[src/rtl/sgw_pkg.sv]
// Shared types and layout constants for the descriptor walker.
// Assumes a fixed 48-byte descriptor with little-endian fields.
package sgw_pkg;

    typedef enum logic [2:0] {
        ST_IDLE,
        ST_FETCH_ADDR,
        ST_FETCH_DATA,
        ST_ISSUE,
        ST_WAIT_DONE
    } sgw_state_e;

    localparam int DESC_BYTES  = 48;
    localparam int DESC_BITS   = DESC_BYTES * 8;

    // Byte offsets inside a descriptor (software builds this layout)
    localparam int OFF_FLAGS   = 0;
    localparam int OFF_ID      = 4;
    localparam int OFF_DST     = 8;
    localparam int OFF_SRC     = 16;
    localparam int OFF_NEXT    = 24;
    localparam int OFF_YLEN    = 32;
    localparam int OFF_XLEN    = 36;
    localparam int OFF_SSTRIDE = 40;
    localparam int OFF_DSTRIDE = 44;

    localparam int FLAG_LAST   = 0;
    localparam int FLAG_IRQ    = 1;

    typedef struct packed {
        logic [31:0] flags;
        logic [31:0] id;
        logic [63:0] dst;
        logic [63:0] src;
        logic [63:0] nxt;
        logic [31:0] ylen;
        logic [31:0] xlen;
        logic [31:0] sstride;
        logic [31:0] dstride;
    } sgw_desc_t;

endpackage

[src/rtl/sgw_beat_store.sv]
// Beat store: captures the beats of one descriptor burst into per-beat
// slots and remembers whether any beat carried an error response.
// Assumes the controller clears it before each burst and writes at most
// BEATS beats per burst.
module sgw_beat_store #(
    parameter int DATA_W = 64,
    parameter int BEATS  = 6
) (
    input  logic                    clk,
    input  logic                    rst_n,
    input  logic                    clr,
    input  logic                    we,
    input  logic [DATA_W-1:0]       wdata,
    input  logic [1:0]              wresp,
    output logic [BEATS*DATA_W-1:0] flat,
    output logic                    resp_bad
);
    localparam int IDX_W = $clog2(BEATS + 1);

    logic [IDX_W-1:0] idx;

    // Beat index: restarts on clear, advances per captured beat
    always_ff @(posedge clk) begin
        if (!rst_n || clr) idx <= '0;
        else if (we)       idx <= idx + 1'b1;
    end

    // Sticky error flag for the current burst
    always_ff @(posedge clk) begin
        if (!rst_n || clr)              resp_bad <= 1'b0;
        else if (we && wresp != 2'b00)  resp_bad <= 1'b1;
    end

    for (genvar g = 0; g < BEATS; g++) begin : g_slot
        logic [DATA_W-1:0] slot;
        // Slot g: holds beat g of the burst
        always_ff @(posedge clk) begin
            if (!rst_n)                         slot <= '0;
            else if (we && idx == IDX_W'(g))    slot <= wdata;
        end
        assign flat[g*DATA_W +: DATA_W] = slot;
    end

    a_r3_beat_in_range: assert property (@(posedge clk) disable iff (!rst_n)
        we |-> idx < IDX_W'(BEATS));

    a_r8_bad_sticky: assert property (@(posedge clk) disable iff (!rst_n)
        resp_bad && !clr |=> resp_bad);

endmodule

[src/rtl/sgw_unpack.sv]
// Field unpacker: slices the flat little-endian descriptor image into
// named fields. Pure combinational; assumes the image is DESC_BITS wide.
module sgw_unpack
    import sgw_pkg::*;
(
    input  logic [DESC_BITS-1:0] flat,
    output sgw_desc_t            desc
);
    // Field extraction at fixed byte offsets
    always_comb begin
        desc.flags   = flat[OFF_FLAGS*8   +: 32];
        desc.id      = flat[OFF_ID*8      +: 32];
        desc.dst     = flat[OFF_DST*8     +: 64];
        desc.src     = flat[OFF_SRC*8     +: 64];
        desc.nxt     = flat[OFF_NEXT*8    +: 64];
        desc.ylen    = flat[OFF_YLEN*8    +: 32];
        desc.xlen    = flat[OFF_XLEN*8    +: 32];
        desc.sstride = flat[OFF_SSTRIDE*8 +: 32];
        desc.dstride = flat[OFF_DSTRIDE*8 +: 32];
    end
endmodule

[src/rtl/sgw_ctrl.sv]
// Walk controller: sequences start, descriptor fetch, request issue and
// completion wait, follows next pointers, raises interrupt pulses and the
// sticky error. Assumes one outstanding burst and one outstanding request.
module sgw_ctrl
    import sgw_pkg::*;
#(
    parameter int ADDR_W = 64
) (
    input  logic              clk,
    input  logic              rst_n,
    input  logic              cfg_addr_we,
    input  logic [ADDR_W-1:0] cfg_addr_wdata,
    input  logic              cfg_hwdesc_en,
    input  logic              cfg_submit,
    output logic              arvalid,
    input  logic              arready,
    output logic [ADDR_W-1:0] araddr,
    input  logic              rvalid,
    input  logic              rlast,
    input  logic [1:0]        rresp,
    output logic              rready,
    output logic              store_clr,
    output logic              beat_we,
    input  logic              resp_bad,
    input  logic [1:0]        desc_flags,
    input  logic [ADDR_W-1:0] desc_next,
    output logic              req_valid,
    input  logic              req_ready,
    input  logic              done_in,
    output logic              irq,
    output logic              busy,
    output logic              err
);
    sgw_state_e        state, state_nx;
    logic [ADDR_W-1:0] first_addr;
    logic [ADDR_W-1:0] cur_addr;
    logic              addr_loaded;
    logic              start;
    logic              burst_end;
    logic              burst_bad;

    assign start     = (state == ST_IDLE) && cfg_submit && cfg_hwdesc_en && addr_loaded;
    assign burst_end = (state == ST_FETCH_DATA) && rvalid && rlast;
    assign burst_bad = resp_bad || (rresp != 2'b00);

    // Next-state selection
    always_comb begin
        state_nx = state;
        unique case (state)
            ST_IDLE:       if (start)   state_nx = ST_FETCH_ADDR;
            ST_FETCH_ADDR: if (arready) state_nx = ST_FETCH_DATA;
            ST_FETCH_DATA: if (burst_end)
                               state_nx = burst_bad ? ST_IDLE : ST_ISSUE;
            ST_ISSUE:      if (req_ready) state_nx = ST_WAIT_DONE;
            ST_WAIT_DONE:  if (done_in)
                               state_nx = desc_flags[FLAG_LAST] ? ST_IDLE : ST_FETCH_ADDR;
            default:       state_nx = ST_IDLE;
        endcase
    end

    // State register
    always_ff @(posedge clk) begin
        if (!rst_n) state <= ST_IDLE;
        else        state <= state_nx;
    end

    // First-descriptor address register and its written flag
    always_ff @(posedge clk) begin
        if (!rst_n) begin
            first_addr  <= '0;
            addr_loaded <= 1'b0;
        end else if (cfg_addr_we) begin
            first_addr  <= cfg_addr_wdata;
            addr_loaded <= 1'b1;
        end
    end

    // Current descriptor pointer: seeded on start, chained on completion
    always_ff @(posedge clk) begin
        if (!rst_n)
            cur_addr <= '0;
        else if (start)
            cur_addr <= first_addr;
        else if (state == ST_WAIT_DONE && done_in && !desc_flags[FLAG_LAST])
            cur_addr <= desc_next;
    end

    // Interrupt pulse for a completed descriptor that asks for one
    always_ff @(posedge clk) begin
        if (!rst_n) irq <= 1'b0;
        else        irq <= (state == ST_WAIT_DONE) && done_in && desc_flags[FLAG_IRQ];
    end

    // Sticky fetch error: cleared by a new start, set on a bad burst
    always_ff @(posedge clk) begin
        if (!rst_n)                      err <= 1'b0;
        else if (start)                  err <= 1'b0;
        else if (burst_end && burst_bad) err <= 1'b1;
    end

    assign arvalid   = (state == ST_FETCH_ADDR);
    assign araddr    = cur_addr;
    assign rready    = (state == ST_FETCH_DATA);
    assign beat_we   = rready && rvalid;
    assign store_clr = (state == ST_FETCH_ADDR);
    assign req_valid = (state == ST_ISSUE);
    assign busy      = (state != ST_IDLE);

    a_r1_idle_quiet: assert property (@(posedge clk) disable iff (!rst_n)
        !busy |-> !arvalid && !rready && !req_valid);

    a_r2_start_gated: assert property (@(posedge clk) disable iff (!rst_n)
        $rose(busy) |-> $past(cfg_submit && cfg_hwdesc_en));

    a_r3_ar_hold: assert property (@(posedge clk) disable iff (!rst_n)
        arvalid && !arready |=> arvalid && $stable(araddr));

    a_r6_last_idles: assert property (@(posedge clk) disable iff (!rst_n)
        state == ST_WAIT_DONE && done_in && desc_flags[FLAG_LAST] |=> !busy);

    a_r7_irq_single: assert property (@(posedge clk) disable iff (!rst_n)
        irq |=> !irq);

    a_r8_err_only_idle: assert property (@(posedge clk) disable iff (!rst_n)
        err |-> !busy);

    a_r11_done_ignored: assert property (@(posedge clk) disable iff (!rst_n)
        state != ST_WAIT_DONE |=> !irq);

endmodule

[src/rtl/sg_desc_walker.sv]
// Top of the scatter-gather descriptor walker: joins the controller, the
// beat store and the field unpacker, drives the burst format and the
// request port. Assumes DATA_W divides the 384-bit descriptor image.
module sg_desc_walker
    import sgw_pkg::*;
#(
    parameter int ADDR_W = 64,
    parameter int DATA_W = 64
) (
    input  logic              clk,
    input  logic              rst_n,
    input  logic              cfg_addr_we,
    input  logic [ADDR_W-1:0] cfg_addr_wdata,
    input  logic              cfg_hwdesc_en,
    input  logic              cfg_submit,
    input  logic              cfg_cyclic,
    output logic              cyclic_active,
    output logic              m_arvalid,
    input  logic              m_arready,
    output logic [ADDR_W-1:0] m_araddr,
    output logic [7:0]        m_arlen,
    output logic [2:0]        m_arsize,
    output logic [1:0]        m_arburst,
    input  logic              m_rvalid,
    output logic              m_rready,
    input  logic [DATA_W-1:0] m_rdata,
    input  logic [1:0]        m_rresp,
    input  logic              m_rlast,
    output logic              req_valid,
    input  logic              req_ready,
    output logic [31:0]       req_id,
    output logic [63:0]       req_dst,
    output logic [63:0]       req_src,
    output logic [31:0]       req_xlen,
    output logic [31:0]       req_ylen,
    output logic [31:0]       req_sstride,
    output logic [31:0]       req_dstride,
    input  logic              done_in,
    output logic              irq,
    output logic              busy,
    output logic              err
);
    localparam int BEATS    = DESC_BITS / DATA_W;
    localparam int SIZE_LOG = $clog2(DATA_W / 8);

    logic                 store_clr;
    logic                 beat_we;
    logic                 resp_bad;
    logic [DESC_BITS-1:0] flat;
    sgw_desc_t            desc;
    logic                 unused_flags;

    assign unused_flags = ^desc.flags[31:2];

    sgw_beat_store #(.DATA_W(DATA_W), .BEATS(BEATS)) u_store (
        .clk      (clk),
        .rst_n    (rst_n),
        .clr      (store_clr),
        .we       (beat_we),
        .wdata    (m_rdata),
        .wresp    (m_rresp),
        .flat     (flat),
        .resp_bad (resp_bad)
    );

    sgw_unpack u_unpack (
        .flat (flat),
        .desc (desc)
    );

    sgw_ctrl #(.ADDR_W(ADDR_W)) u_ctrl (
        .clk            (clk),
        .rst_n          (rst_n),
        .cfg_addr_we    (cfg_addr_we),
        .cfg_addr_wdata (cfg_addr_wdata),
        .cfg_hwdesc_en  (cfg_hwdesc_en),
        .cfg_submit     (cfg_submit),
        .arvalid        (m_arvalid),
        .arready        (m_arready),
        .araddr         (m_araddr),
        .rvalid         (m_rvalid),
        .rlast          (m_rlast),
        .rresp          (m_rresp),
        .rready         (m_rready),
        .store_clr      (store_clr),
        .beat_we        (beat_we),
        .resp_bad       (resp_bad),
        .desc_flags     (desc.flags[1:0]),
        .desc_next      (desc.nxt[ADDR_W-1:0]),
        .req_valid      (req_valid),
        .req_ready      (req_ready),
        .done_in        (done_in),
        .irq            (irq),
        .busy           (busy),
        .err            (err)
    );

    // Fixed burst format: one incrementing burst covering the descriptor
    assign m_arlen   = 8'(BEATS - 1);
    assign m_arsize  = 3'(SIZE_LOG);
    assign m_arburst = 2'b01;

    // Request fields straight from the captured descriptor
    assign req_id      = desc.id;
    assign req_dst     = desc.dst;
    assign req_src     = desc.src;
    assign req_xlen    = desc.xlen;
    assign req_ylen    = desc.ylen;
    assign req_sstride = desc.sstride;
    assign req_dstride = desc.dstride;

    // Legacy auto-repeat masked in hardware-descriptor mode
    assign cyclic_active = cfg_cyclic && !cfg_hwdesc_en;

    a_r5_req_hold: assert property (@(posedge clk) disable iff (!rst_n)
        req_valid && !req_ready |=> req_valid && $stable(req_dst) && $stable(req_src)
            && $stable(req_xlen) && $stable(req_ylen) && $stable(req_id)
            && $stable(req_sstride) && $stable(req_dstride));

    a_r8_no_bad_request: assert property (@(posedge clk) disable iff (!rst_n)
        m_rvalid && m_rready && m_rlast && (m_rresp != 2'b00) |=> !req_valid);

endmodule

[config.mk]
export PLATFORM = sky130hd
export DESIGN_NAME = sg_desc_walker
export DESIGN_NICKNAME = d
export VERILOG_FILES = /design/src/rtl/sgw_pkg.sv /design/src/rtl/sgw_beat_store.sv /design/src/rtl/sgw_unpack.sv /design/src/rtl/sgw_ctrl.sv /design/src/rtl/sg_desc_walker.sv
export SDC_FILE = /design/constraint.sdc
export NUM_CORES = 1
export LEC_CHECK = 0
export BUFFER_PORTS_ARGS = -buffer_cell sky130_fd_sc_hd__buf_4
export CAP_MARGIN = 20
export CORE_MARGIN = 4
export CORE_UTILIZATION = 55
export CTS_CLUSTER_SIZE = 28
export DETAILED_ROUTE_END_ITERATION = 10
export PLACE_DENSITY_LB_ADDON = 0.05
export SYNTH_ARGS = -nofsm -noshare
export SYNTH_HDL_FRONTEND = slang
export SYNTH_HIERARCHICAL = 1
export SYNTH_SLANG_ARGS = --single-unit
[constraint.sdc]
create_clock -name clk -period 2.05 [get_ports clk]
set_input_delay 0.3075 -clock clk [delete_from_list [all_inputs] [get_ports clk]]
set_output_delay 0.3075 -clock clk [all_outputs]
set_load 0.05 [all_outputs]
# Yosys cells after proc, flatten, opt, wreduce, memory -nomap -nowiden
# Index checks and enable logic that the tools add are counted.
# classes
n_eq_ne	14
reduce_logical	29
n_bitwise	1
n_mux	10
n_addsub	1
# op_table
operator	count
$mux 64	2
$logic_and 1x1->1	17
$mux 3	5
$pmux 3 s5	1
$eq 3x2->1 const B	4
$eq 3x3->1 const B	3
$eq 3x1->1 const B	2
$logic_not 3->1	2
$ne 2x1->1 const B	3
$reduce_and 5->1	1
$ne 2x2->1 const B	2
$reduce_bool 2->1	2
$add 3x1->3 const B	1
$logic_not 1->1	3
$reduce_bool 3->1	1
$logic_or 1x1->1	2
$mux 2	1
$reduce_or 2->1	1
$mux 1	1
$not 1->1	1
# word_totals
out_inout_bits	372
reg_bits	522

# Logic depth before layout (Yosys ltp)
# depth
word_depth	6
mapped_depth	8
mapped_depth_nobuf	4

# By module
# Netlist, hierarchy kept.
# modules_own_cells
module	area_per_inst_um2	n_inst	cells_each
sgw_beat_store	14604.0	1	1421
sgw_ctrl	5525.3	1	611
sgw_unpack	2882.8	1	384
sg_desc_walker	118.9	1	16

# Worst setup path after synthesis
# OpenSTA, ideal clock, no wires.
# synth_timing
kind	flip-flop to flip-flop
start	register u_ctrl.state[1]
end	register u_store.g_slot[0].slot[0]
period_less_slack_ns	2.935
slack_ns	-0.885
setup_time_ns	0.122
t_arrival_ns	2.813
n_path_buf	4
required_ns	1.928
stages_incl_launch_ff	9
cell_sequence	dfxtp_1 clkbuf_1 nor3b_1 and2_1 buf_4 nand3b_1 buf_4 buf_6 mux2i_1
# synth_between
elab_chain_cells	3
# synth_lines
item	line	rtl
start, declared	sgw_ctrl.sv:34	sgw_state_e state, state_nx;
start signal, assigned	sgw_ctrl.sv:64	else state <= state_nx;
$eq 3x2->1	sgw_ctrl.sv:103	assign rready = (state == ST_FETCH_DATA);
via m_rready	sg_desc_walker.sv:25	output logic m_rready,
$logic_and 1x1->1	sgw_ctrl.sv:104	assign beat_we = rready && rvalid;
via beat_we	sg_desc_walker.sv:47	logic beat_we;
$logic_and 1x1->1	sgw_beat_store.sv:39	else if (we && idx == IDX_W'(g)) slot <= wdata;
end signal, assigned	sgw_beat_store.sv:39	
end, declared	sgw_beat_store.sv:35	logic [DATA_W-1:0] slot;
# The timed path passes the listed nets, and every way through them passes these cells.
# A chain may end at the register's enable or synchronous reset.

# Final worst setup path
# layout_timing
start	register u_ctrl.state[0]
end	output req_valid
# layout_between
elab_chain_cells	1
# layout_lines
item	line	rtl
$eq 3x2->1	sgw_ctrl.sv:106	assign req_valid = (state == ST_ISSUE);
end, declared	sg_desc_walker.sv:29	output logic req_valid,
# Every way passes these cells.

==> results.json <==
{
  "via_per_inst": 5.21,
  "clkPwrFrac": 0.422,
  "crit_top_cell": "buf_4",
  "grt_pass1_vias": 15883,
  "p_per_area_nw_per_um2": 835,
  "reg2reg_depth": 5,
  "cp_cell_sequence": "buf_4 > nand2_1 > nor2_1 > buf_4",
  "ant_nets": 0,
  "worstMarginPinSlew_ps": 708,
  "cts.sinks": 492,
  "vias": 15781,
  "p_sw_frac": 0.253,
  "crit_family": "buffers and inverters",
  "path_class": "flip-flop to primary output",
  "grt_pass1_wl_mm": 93.3,
  "coreArea_um2": 38900,
  "num_rows": 72,
  "power_frac_comb": 0.113,
  "critPathMaxStageDelay_ps": 400,
  "cap_violations": 0,
  "cts_root_buffer": "clkbuf_16",
  "die_area_um2": 43000,
  "cp.buffers_inverters": 2,
  "fmax_mhz": 507,
  "clock_latency_ps": 580,
  "regToRegSetupSlack_ps": 140,
  "slowest_stage": "dfxtp_1",
  "routed_wl_mm": 60.8,
  "min_period_ps": 1970,
  "drc": 0,
  "switching_power_mw": 5.40,
  "rsz0062_at_grt": "no",
  "finalSetupViolCount": 0,
  "numCtsBuffers": 50,
  "p_total_mw": 21.4,
  "area_growth_pct": 17.3,
  "r2r-start": "u_ctrl/state[2]",
  "crit_required_ps": 1740,
  "synth-warning-count": 6,
  "drt-initial-drc-count": 876,
  "skew_ps": 6.43,
  "cp.arrival_ps": 1670,
  "endpoint": "req_valid",
  "critPathMaxFanout": 8,
  "grt.total_usage": 0.270,
  "drv_slew": 0,
  "synth_cells": 2306,
  "routedWlPerCell_um": 20.1,
  "place_area_um2": 23100,
  "dp.cells": 2846,
  "place_hpwl_mm": 42.4,
  "globalplace.congestion": 0.896,
  "gr-total-overflow": 0,
  "hp-class": "input port to flip-flop",
  "hold_ws_ps": 31.8,
  "drive_gt1_frac": 0.275,
  "finalSetupTns_ps": 0,
  "antenna_found_initial": 0,
  "hold_violations": 0,
  "p_seq_frac": 0.465,
  "path_clk_slew_ps": 60,
  "fin_area_um2": 25600,
  "grt_max_degree": 92,
  "io_buffer_count": 499,
  "post_cts_buffers": 0,
  "die_h_um": 207,
  "p_int_mw": 16.0,
  "rr_endpoint": "u_store/g_slot[1].slot[46]",
  "fin_crit_sh": 0.963,
  "io_pins": 513,
  "die_w_um": 207,
  "vdd_drop_max_mv": 0.766,
  "status": "finished, final reports clean",
  "synth_area_per_cell_um2": 9.47,
  "start_kind": "flip-flop",
  "syn-cell-area_um2": 21800,
  "initial_core_util": 0.561,
  "cp-end-kind": "primary output",
  "relSlewSlack": 0.528,
  "h-tree-depth": 2,
  "dr.pass1.iters": 7,
  "cp.depth": 4,
  "clockBufferDepth": 3,
  "cts_tree": "built",
  "p_leak_nw": 12.6,
  "worstSetupStartpoint": "u_ctrl/state[0]",
  "fin_cells": 3029,
  "nNetsFinal": 2620
}
cell usage in the layout (no fill, tap or decap), drive strengths merged, types with 66 or more instances in the layout:
cell,instances
a31oi,67
nand3,66
mux2i,356
clkbuf,78
nand2,488
dlygate4sd3,94
o21ai,66
dfxtp,492
a21oi,66
buf,539
nor2b,66
worst min-delay path: stages:
cell and delay, ps:
buf_4 100, mux2i_1 70, nor2b_1 100
sequential cells by signal (all words and copies together), names as in the netlist:
name                 cells
u_ctrl/state             3
u_ctrl/first_addr       64
u_ctrl/araddr           64
u_ctrl/irq               1
u_ctrl/err               1
u_store/resp_bad         1
u_ctrl/addr_loaded       1
u_store/g_slot.slot    354
u_store/idx              3
repair_timing:
item	in CTS	in global routing
setup endpoints to repair	0	1
resized for setup	0	1
hold buffers	94	0
hold endpoints to repair	94	0
metrics by stage:
| step | setup WS [ps] | util |
|---|---|---|
| 4_1_cts | 23.5 | 0.658 |
| 5_1_grt | 19.5 | 0.658 |
| 3_3_place_gp | 239 | 0.592 |
| 6_report | 75.9 | 0.658 |
| 3_5_place_dp | 186 | 0.592 |
| 2_1_floorplan | 14.7 | - |
worst min-delay path by stage:
| stage | from | to | slack [ps] | cells after the start |
|---|---|---|---|---|
| final | cfg_addr_wdata[45] | u_ctrl/first_addr[45] | 30 | 3 |
| after global routing | m_rdata[55] | u_store/g_slot[3].slot[55] | 20 | 3 |
| after CTS | m_rdata[28] | u_store/g_slot[3].slot[28] | 0.07 | 3 |
| after detailed placement | u_store/resp_bad | u_store/resp_bad | 430 | 2 |
| after global placement | u_ctrl/addr_loaded | u_ctrl/addr_loaded | 430 | 1 |
| after floorplan | u_ctrl/addr_loaded | u_ctrl/addr_loaded | 420 | 1 |
metal layers:
layer  GRT usage  vias up  wire length [µm]
li1            -     7599                 -
met1       0.339     7532             25200
met3      0.0624      119              4030
met2       0.452      531             29300
met4       0.106        0              2260
met5           0        -                 0
final cells by class:
type	instances	area, µm²
repair buffers	633	5210
fillers	3220	13300
well taps	518	648
clock inverters	10	105
inverters	7	26.3
diodes	1	2.50
clock buffers	78	1520
flip-flops and latches	492	9850
multi-input cells	1290	8270
power by group through the flow:
stage	registers, mW	clock network, mW	logic (mW)
6_report	9.94	9.03	2.42
3_5_place_dp	10.1	0	2.25
3_3_place_gp	10.1	0	2.22
5_1_grt	9.95	9.60	2.56
4_1_cts	9.94	9.22	2.42
2_1_floorplan	10.4	0	1.21
No activity file was read; power rests on OpenSTA's default activity.
